`src/rtl/hz_pkg.sv`:
```
package hz_pkg;
  localparam int unsigned FWD_STAGES = 3;
  localparam int unsigned SELW       = $clog2(FWD_STAGES + 1);

  typedef enum logic [SELW-1:0] {
    FWD_RF  = 2'd0,
    FWD_EX  = 2'd1,
    FWD_MEM = 2'd2,
    FWD_WB  = 2'd3
  } fwd_sel_e;
endpackage

```
`src/rtl/hz_fwd_sel.sv`:
```
module hz_fwd_sel
  import hz_pkg::*;
#(
  parameter int unsigned AW = 5
) (
  input  logic [AW-1:0]                 src,
  input  logic [FWD_STAGES-1:0][AW-1:0] dst,
  input  logic [FWD_STAGES-1:0]         wen,
  output logic [SELW-1:0]               sel
);
  logic [FWD_STAGES-1:0] hit;

  // one comparator per older stage; index 0 is the nearest (execute)
  for (genvar g = 0; g < FWD_STAGES; g++) begin : g_cmp
    assign hit[g] = wen[g] && (dst[g] == src) && (src != '0);
  end

  // scan from the farthest stage so the nearest hit overrides
  always_comb begin
    sel = SELW'(FWD_RF);
    for (int i = FWD_STAGES - 1; i >= 0; i--) begin
      if (hit[i]) sel = SELW'(i + 1);
    end
  end
endmodule

```
`src/rtl/hz_stall_ctl.sv`:
```
module hz_stall_ctl
  import hz_pkg::*;
(
  input  logic            ex_mem_read,
  input  logic [SELW-1:0] sel_a,
  input  logic [SELW-1:0] sel_b,
  input  logic            br_taken,
  output logic            stall
);
  logic load_use;

  always_comb begin
    load_use = ex_mem_read &&
               ((sel_a == SELW'(FWD_EX)) || (sel_b == SELW'(FWD_EX)));
    stall    = load_use && !br_taken;
  end
endmodule

```
`src/rtl/hz_kill_ctl.sv`:
```
module hz_kill_ctl (
  input  logic jump_dec,
  input  logic br_taken,
  input  logic stall,
  output logic kill_fetch,
  output logic kill_decode,
  output logic bubble
);
  always_comb begin
    kill_decode = br_taken;
    kill_fetch  = br_taken || (jump_dec && !stall);
    bubble      = stall || br_taken;
  end
endmodule

```
`src/rtl/hz_unit.sv`:
```
module hz_unit
  import hz_pkg::*;
#(
  parameter int unsigned AW = 5
) (
  input  logic [AW-1:0] src_a,
  input  logic [AW-1:0] src_b,
  input  logic [AW-1:0] ex_dst,
  input  logic [AW-1:0] mem_dst,
  input  logic [AW-1:0] wb_dst,
  input  logic          ex_wen,
  input  logic          mem_wen,
  input  logic          wb_wen,
  input  logic          ex_mem_read,
  input  logic          jump_dec,
  input  logic          br_taken,
  output logic [1:0]    fwd_a,
  output logic [1:0]    fwd_b,
  output logic          stall,
  output logic          bubble,
  output logic          kill_fetch,
  output logic          kill_decode
);
  localparam int unsigned NOPS = 2;

  logic [FWD_STAGES-1:0][AW-1:0] stg_dst;
  logic [FWD_STAGES-1:0]         stg_wen;
  logic [NOPS-1:0][AW-1:0]       op_src;
  logic [NOPS-1:0][SELW-1:0]     op_sel;

  assign stg_dst = {wb_dst, mem_dst, ex_dst};
  assign stg_wen = {wb_wen, mem_wen, ex_wen};
  assign op_src  = {src_b, src_a};

  for (genvar o = 0; o < NOPS; o++) begin : g_op
    hz_fwd_sel #(.AW(AW)) u_sel (
      .src (op_src[o]),
      .dst (stg_dst),
      .wen (stg_wen),
      .sel (op_sel[o])
    );
  end

  assign fwd_a = op_sel[0];
  assign fwd_b = op_sel[1];

  hz_stall_ctl u_stall (
    .ex_mem_read (ex_mem_read),
    .sel_a       (op_sel[0]),
    .sel_b       (op_sel[1]),
    .br_taken    (br_taken),
    .stall       (stall)
  );

  hz_kill_ctl u_kill (
    .jump_dec    (jump_dec),
    .br_taken    (br_taken),
    .stall       (stall),
    .kill_fetch  (kill_fetch),
    .kill_decode (kill_decode),
    .bubble      (bubble)
  );
endmodule

```
`config.mk`:
```
export PLATFORM = sky130hd
export DESIGN_NAME = hz_unit
export DESIGN_NICKNAME = d
export VERILOG_FILES = /design/src/rtl/hz_pkg.sv /design/src/rtl/hz_fwd_sel.sv /design/src/rtl/hz_stall_ctl.sv /design/src/rtl/hz_kill_ctl.sv /design/src/rtl/hz_unit.sv
export SDC_FILE = /design/constraint.sdc
export NUM_CORES = 1
export LEC_CHECK = 0
export BUFFER_PORTS_ARGS = -buffer_cell sky130_fd_sc_hd__buf_2
export CORE_AREA = 2 2 39 41
export DETAILED_ROUTE_END_ITERATION = 6
export DIE_AREA = 0 0 41 43
export PLACE_DENSITY = 0.85
export REMOVE_ABC_BUFFERS = 1
export SLEW_MARGIN = 20
export SYNTH_ARGS = -nofsm -noshare
export SYNTH_HDL_FRONTEND = slang
export SYNTH_HIERARCHICAL = 1
export SYNTH_SLANG_ARGS = --single-unit
```
`constraint.sdc`:
```
create_clock -name vclk -period 4.4
set_input_delay 0.88 -clock vclk [all_inputs]
set_output_delay 0.88 -clock vclk [all_outputs]
set_load 0.05 [all_outputs]
```
=== Word level (Yosys, flattened, before mapping) ===
Cells that the tools add are included.

* Eq/ne operators: 8
* Mux-type cells: 6
* Reductions and logical operators: 22

{| class="wikitable"
|+ Operators with widths
! kind !! number
|-
| $eq 5x5->1 || 6
|-
| $logic_and 1x1->1 || 15
|-
| $mux 2 || 6
|-
| $reduce_bool 5->1 || 2
|-
| $eq 2x1->1 const B || 2
|-
| $logic_or 1x1->1 || 3
|-
| $logic_not 1->1 || 2
|}

* Register bits after elaboration: 0
* Input port bits: 31
* Output and inout port bits: 8
* Logic and storage cells: 36

=== Longest topological paths before layout ===
* Word-level depth: 13
* Gate-level depth with buffers: 8
* Mapped depth without buffers: 8

=== By module ===
Netlist, hierarchy kept.

{| class="wikitable"
|+ By module, submodules not included
! module !! times used !! cells an instance !! area an instance (um2)
|-
| hz_fwd_sel || 2 || 27 || 203.9
|-
| hz_stall_ctl || 1 || 4 || 27.5
|-
| hz_kill_ctl || 1 || 4 || 25.0
|}

=== Worst setup path after synthesis ===
Ideal clock, no wire load.

* Path type: input to output
* Start: in src_a[0]
* End: out kill_fetch
* Data arrival time: 3.317 ns
* Required time: 3.520 ns
* Path slack: 0.203 ns
* Cell stages on the path: 8
* Path buffers: 0
* Cells stage by stage: or4_1 nor2_1 nor4_1 a21oi_1 nand2b_1 a21oi_2 inv_1 a21o_1

* Word-level cells in the longest chain between the ends: 13
* Elaborated cells between the ends (all ways): 20

{| class="wikitable"
|+ RTL lines
! what !! RTL line !! source
|-
| from (decl) || hz_unit.sv:6 || <nowiki>input logic [AW-1:0] src_a,</nowiki>
|-
| $eq 5x5->1 || hz_fwd_sel.sv:15 || <nowiki>assign hit[g] = wen[g] && (dst[g] == src) && (src != '0);</nowiki>
|-
| $logic_and 1x1->1 (2 in a row) || hz_fwd_sel.sv:15 ||
|-
| $mux 2 (2 in a row) || hz_fwd_sel.sv:22 || <nowiki>if (hit[i]) sel = SELW'(i + 1);</nowiki>
|-
| $mux 2 * || hz_fwd_sel.sv:22 ||
|-
| net fwd_a[1] || hz_unit.sv:17 || <nowiki>output logic [1:0] fwd_a,</nowiki>
|-
| $eq 2x1->1 * || hz_stall_ctl.sv:14 || <nowiki>((sel_a == SELW'(FWD_EX)) || (sel_b == SELW'(FWD_EX)));</nowiki>
|-
| $logic_or 1x1->1 * || hz_stall_ctl.sv:14 ||
|-
| $logic_and 1x1->1 * || hz_stall_ctl.sv:13 || <nowiki>load_use = ex_mem_read &&</nowiki>
|-
| $logic_and 1x1->1 * || hz_stall_ctl.sv:15 || <nowiki>stall = load_use && !br_taken;</nowiki>
|-
| net stall || hz_unit.sv:19 || <nowiki>output logic stall,</nowiki>
|-
| $logic_not 1->1 * || hz_kill_ctl.sv:11 || <nowiki>kill_fetch = br_taken || (jump_dec && !stall);</nowiki>
|-
| $logic_and 1x1->1 * || hz_kill_ctl.sv:11 ||
|-
| $logic_or 1x1->1 * || hz_kill_ctl.sv:11 ||
|-
| to (decl) || hz_unit.sv:21 || <nowiki>output logic kill_fetch,</nowiki>
|}

The timed path passes the listed nets; every way through them passes the cells marked *.

=== Worst setup path in the final report ===
* Start: in src_a[0]
* End: out kill_fetch

* Word-level cells in the longest chain between the ends: 13
* Elaborated cells between the ends (all ways): 20

{| class="wikitable"
|+ RTL lines
! what !! RTL line
|-
| $eq 5x5->1 || hz_fwd_sel.sv:15
|-
| $logic_and 1x1->1 (2 in a row) || hz_fwd_sel.sv:15
|-
| $mux 2 (2 in a row) || hz_fwd_sel.sv:22
|-
| $mux 2 * || hz_fwd_sel.sv:22
|-
| $eq 2x1->1 * || hz_stall_ctl.sv:14
|-
| $logic_or 1x1->1 * || hz_stall_ctl.sv:14
|-
| $logic_and 1x1->1 * || hz_stall_ctl.sv:13
|-
| $logic_and 1x1->1 * || hz_stall_ctl.sv:15
|-
| $logic_not 1->1 * || hz_kill_ctl.sv:11
|-
| $logic_and 1x1->1 * || hz_kill_ctl.sv:11
|-
| $logic_or 1x1->1 * || hz_kill_ctl.sv:11
|}

Every way passes the cells marked *; elsewhere a longest branch is shown, timed or not.

==> impl_metrics.csv <==
group,metric,value,unit
grt,grt_start_max_net_pins,5,
grt,grtUsageTotal,14.9,%
final_layout,fillers,150,
power,ir_worst_vdd,45.4,uV
critical_path,critPathSlowestCell,"or4_1",
critical_path,critPathKind,"in2out",
logic_synthesis,ys_seq_area_share,0,%
timing,final.min_clock_period,3660,ps
final_layout,mostFrequentLayoutCells,"buf_2, xnor2_1, xor2_1",
placed_design,gp_congestion,0.829,
route,wl_per_cell,10.6,um
grt,grt_overflow,0,
floorplan,num_rows,14,
timing,tns,0,ps
timing,max_freq,0.274,GHz
logic_synthesis,avgSynthCellArea,7.43,um2
critical_path,cp_slowest_stage_delay,520,ps
final_layout,layout.cells.non_filler,116,
power,leakage,0.300,nW
power,pwr_density_cell,103,mW/mm2
critical_path,critPathBufInv,3,
route,drcViolationCount,0,
grt,grt_antenna_before_repair,0,
logic_synthesis,ys_types,16,
placed_design,dp.cells,116,
logic_synthesis,yosys_warnings,6,
route,vias,575,
route,dr.pass1.iters,2,
floorplan,die_w,41,um
timing,slew_headroom,74.5,%
clock_tree,cts_setup_buffers,0,
timing,hold_viol,0,
timing,fin_ws,745,ps
timing,slew_viol_final,0,
final_layout,seq_cells,0,
clock_tree,cts-resized-gates,0,
final_layout,fin_util,48.3,%
timing,worstMarginPinSlew,379,ps
final_layout,layout_commonest_cell,"buf_2",
critical_path,start_kind,"input pin",
critical_path,worstSetupPathDepth,10,
final_layout,syn_to_final_growth,45.1,%
final_layout,nClkBuffers,0,
floorplan,initial_utilization,33.3,%
route,wirelength,1230,um
route,viasPerCell,4.96,
floorplan,fp.dieH,43,um
floorplan,ios,39,
route,ant_nets,0,
route,drt_iter0_drc,4,
placed_design,hpwl,1130,um
logic_synthesis,synth_area,460,um2
timing,fin_crit_sh,83.1,%
final_layout,layout.nets,133,
placed_design,dpl_worst_slack,757,ps
final_layout,diodes,0,
critical_path,crit_chain,"buf_2 -> or4_1 -> nor2_1 -> or4_1 -> a21oi_1 -> nand2b_1 -> a21oi_2 -> inv_1 -> a21o_1 -> buf_2",
critical_path,crit_family,"simple AND/OR/NAND/NOR gates",
clock_tree,cts-hold-fix-buffers,0,
min_path,worstHoldPathCells,2,
min_path,min_path_type,"in2out",
logic_synthesis,syn_inst,62,
run,drv_cap,0,
critical_path,cp-end-kind,"primary output",
timing,setup_viol,0,
placed_design,numPortBuffers,39,
grt,grt_pass1_wl,1940,um
grt,grt_pass1_vias,523,
critical_path,cp.arrival,2780,ps
floorplan,core-area,0.00138,mm2
critical_path,cp_max_fo,4,
timing,grt_setup_unrepaired,"no",
floorplan,die-area,0.00176,mm2
critical_path,required,3520,ps
final_layout,drive_above_1_share,42.0,%
final_layout,seqCellArea,0,um2
outcome,status,"completed",
-- area by class of cell --
class / count / area [um2] / area share, %
Multi-Input combinational cell: 60 / 449 / 67.2
Timing Repair Buffer: 39 / 195 / 29.2
Inverter: 1 / 3.75 / 0.562
Tap cell: 16 / 20.0 / 3.00
-- final timing paths --
kind  slack [ps]  startpoint           to
min         2080    br_taken  kill_decode
max          740    src_a[0]   kill_fetch
-- report_power, final --
| group | total, mW | switching, mW | leakage, nW | internal, mW |
|---|---|---|---|---|
| registers | 0 | 0 | 0 | 0 |
| clock network | 0 | 0 | 0 | 0 |
| logic | 0.0690 | 0.0373 | 0.300 | 0.0317 |
| total | 0.0690 | 0.0373 | 0.300 | 0.0317 |
-- cells in the mapped netlist --
cell type / number / share of area (%)
a21o_1: 3 / 4.9
or3_2: 2 / 3.3
inv_1: 1 / 0.81
nand4_1: 6 / 8.2
or4_1: 4 / 6.5
or2_1: 1 / 1.4
a21oi_1: 2 / 2.2
nor3_1: 2 / 2.2
xor2_1: 8 / 15
nand2b_1: 3 / 4.1
nor4_1: 2 / 2.7
a21oi_2: 1 / 1.9
nor2_1: 2 / 1.6
buf_4: 1 / 1.6
nand2_1: 2 / 1.6
xnor2_1: 22 / 42
-- layer usage --
| layer | global-route usage [%] | part of all wire [%] | vias up |
|---|---|---|---|
| met2 | 29.1 | 51 | 25 |
| met1 | 17.7 | 39 | 252 |
| li1 | - | - | 298 |
| met3 | 0 | 9.6 | 0 |
| met5 | 0 | 0 | - |
| met4 | 0 | 0 | 0 |
-- cell families after synthesis --
kind of cell,Yosys count,share of synthesized area (%)
buf+inv,2,2.45
xor+xnor,30,57.1
simple gates,24,31.5
compound gates,6,8.97
-- metrics by stage --
stage          area, um2  hold slack [ps]  power (mW)
3_5_place_dp         668             2080      0.0696
3_3_place_gp         668             2070      0.0686
2_1_floorplan        453             1760      0.0382
6_report             668             2080      0.0690
4_1_cts              668             2080      0.0698
5_1_grt              668             2090      0.0757
Note: power is estimated with default switching activity, not from simulation.
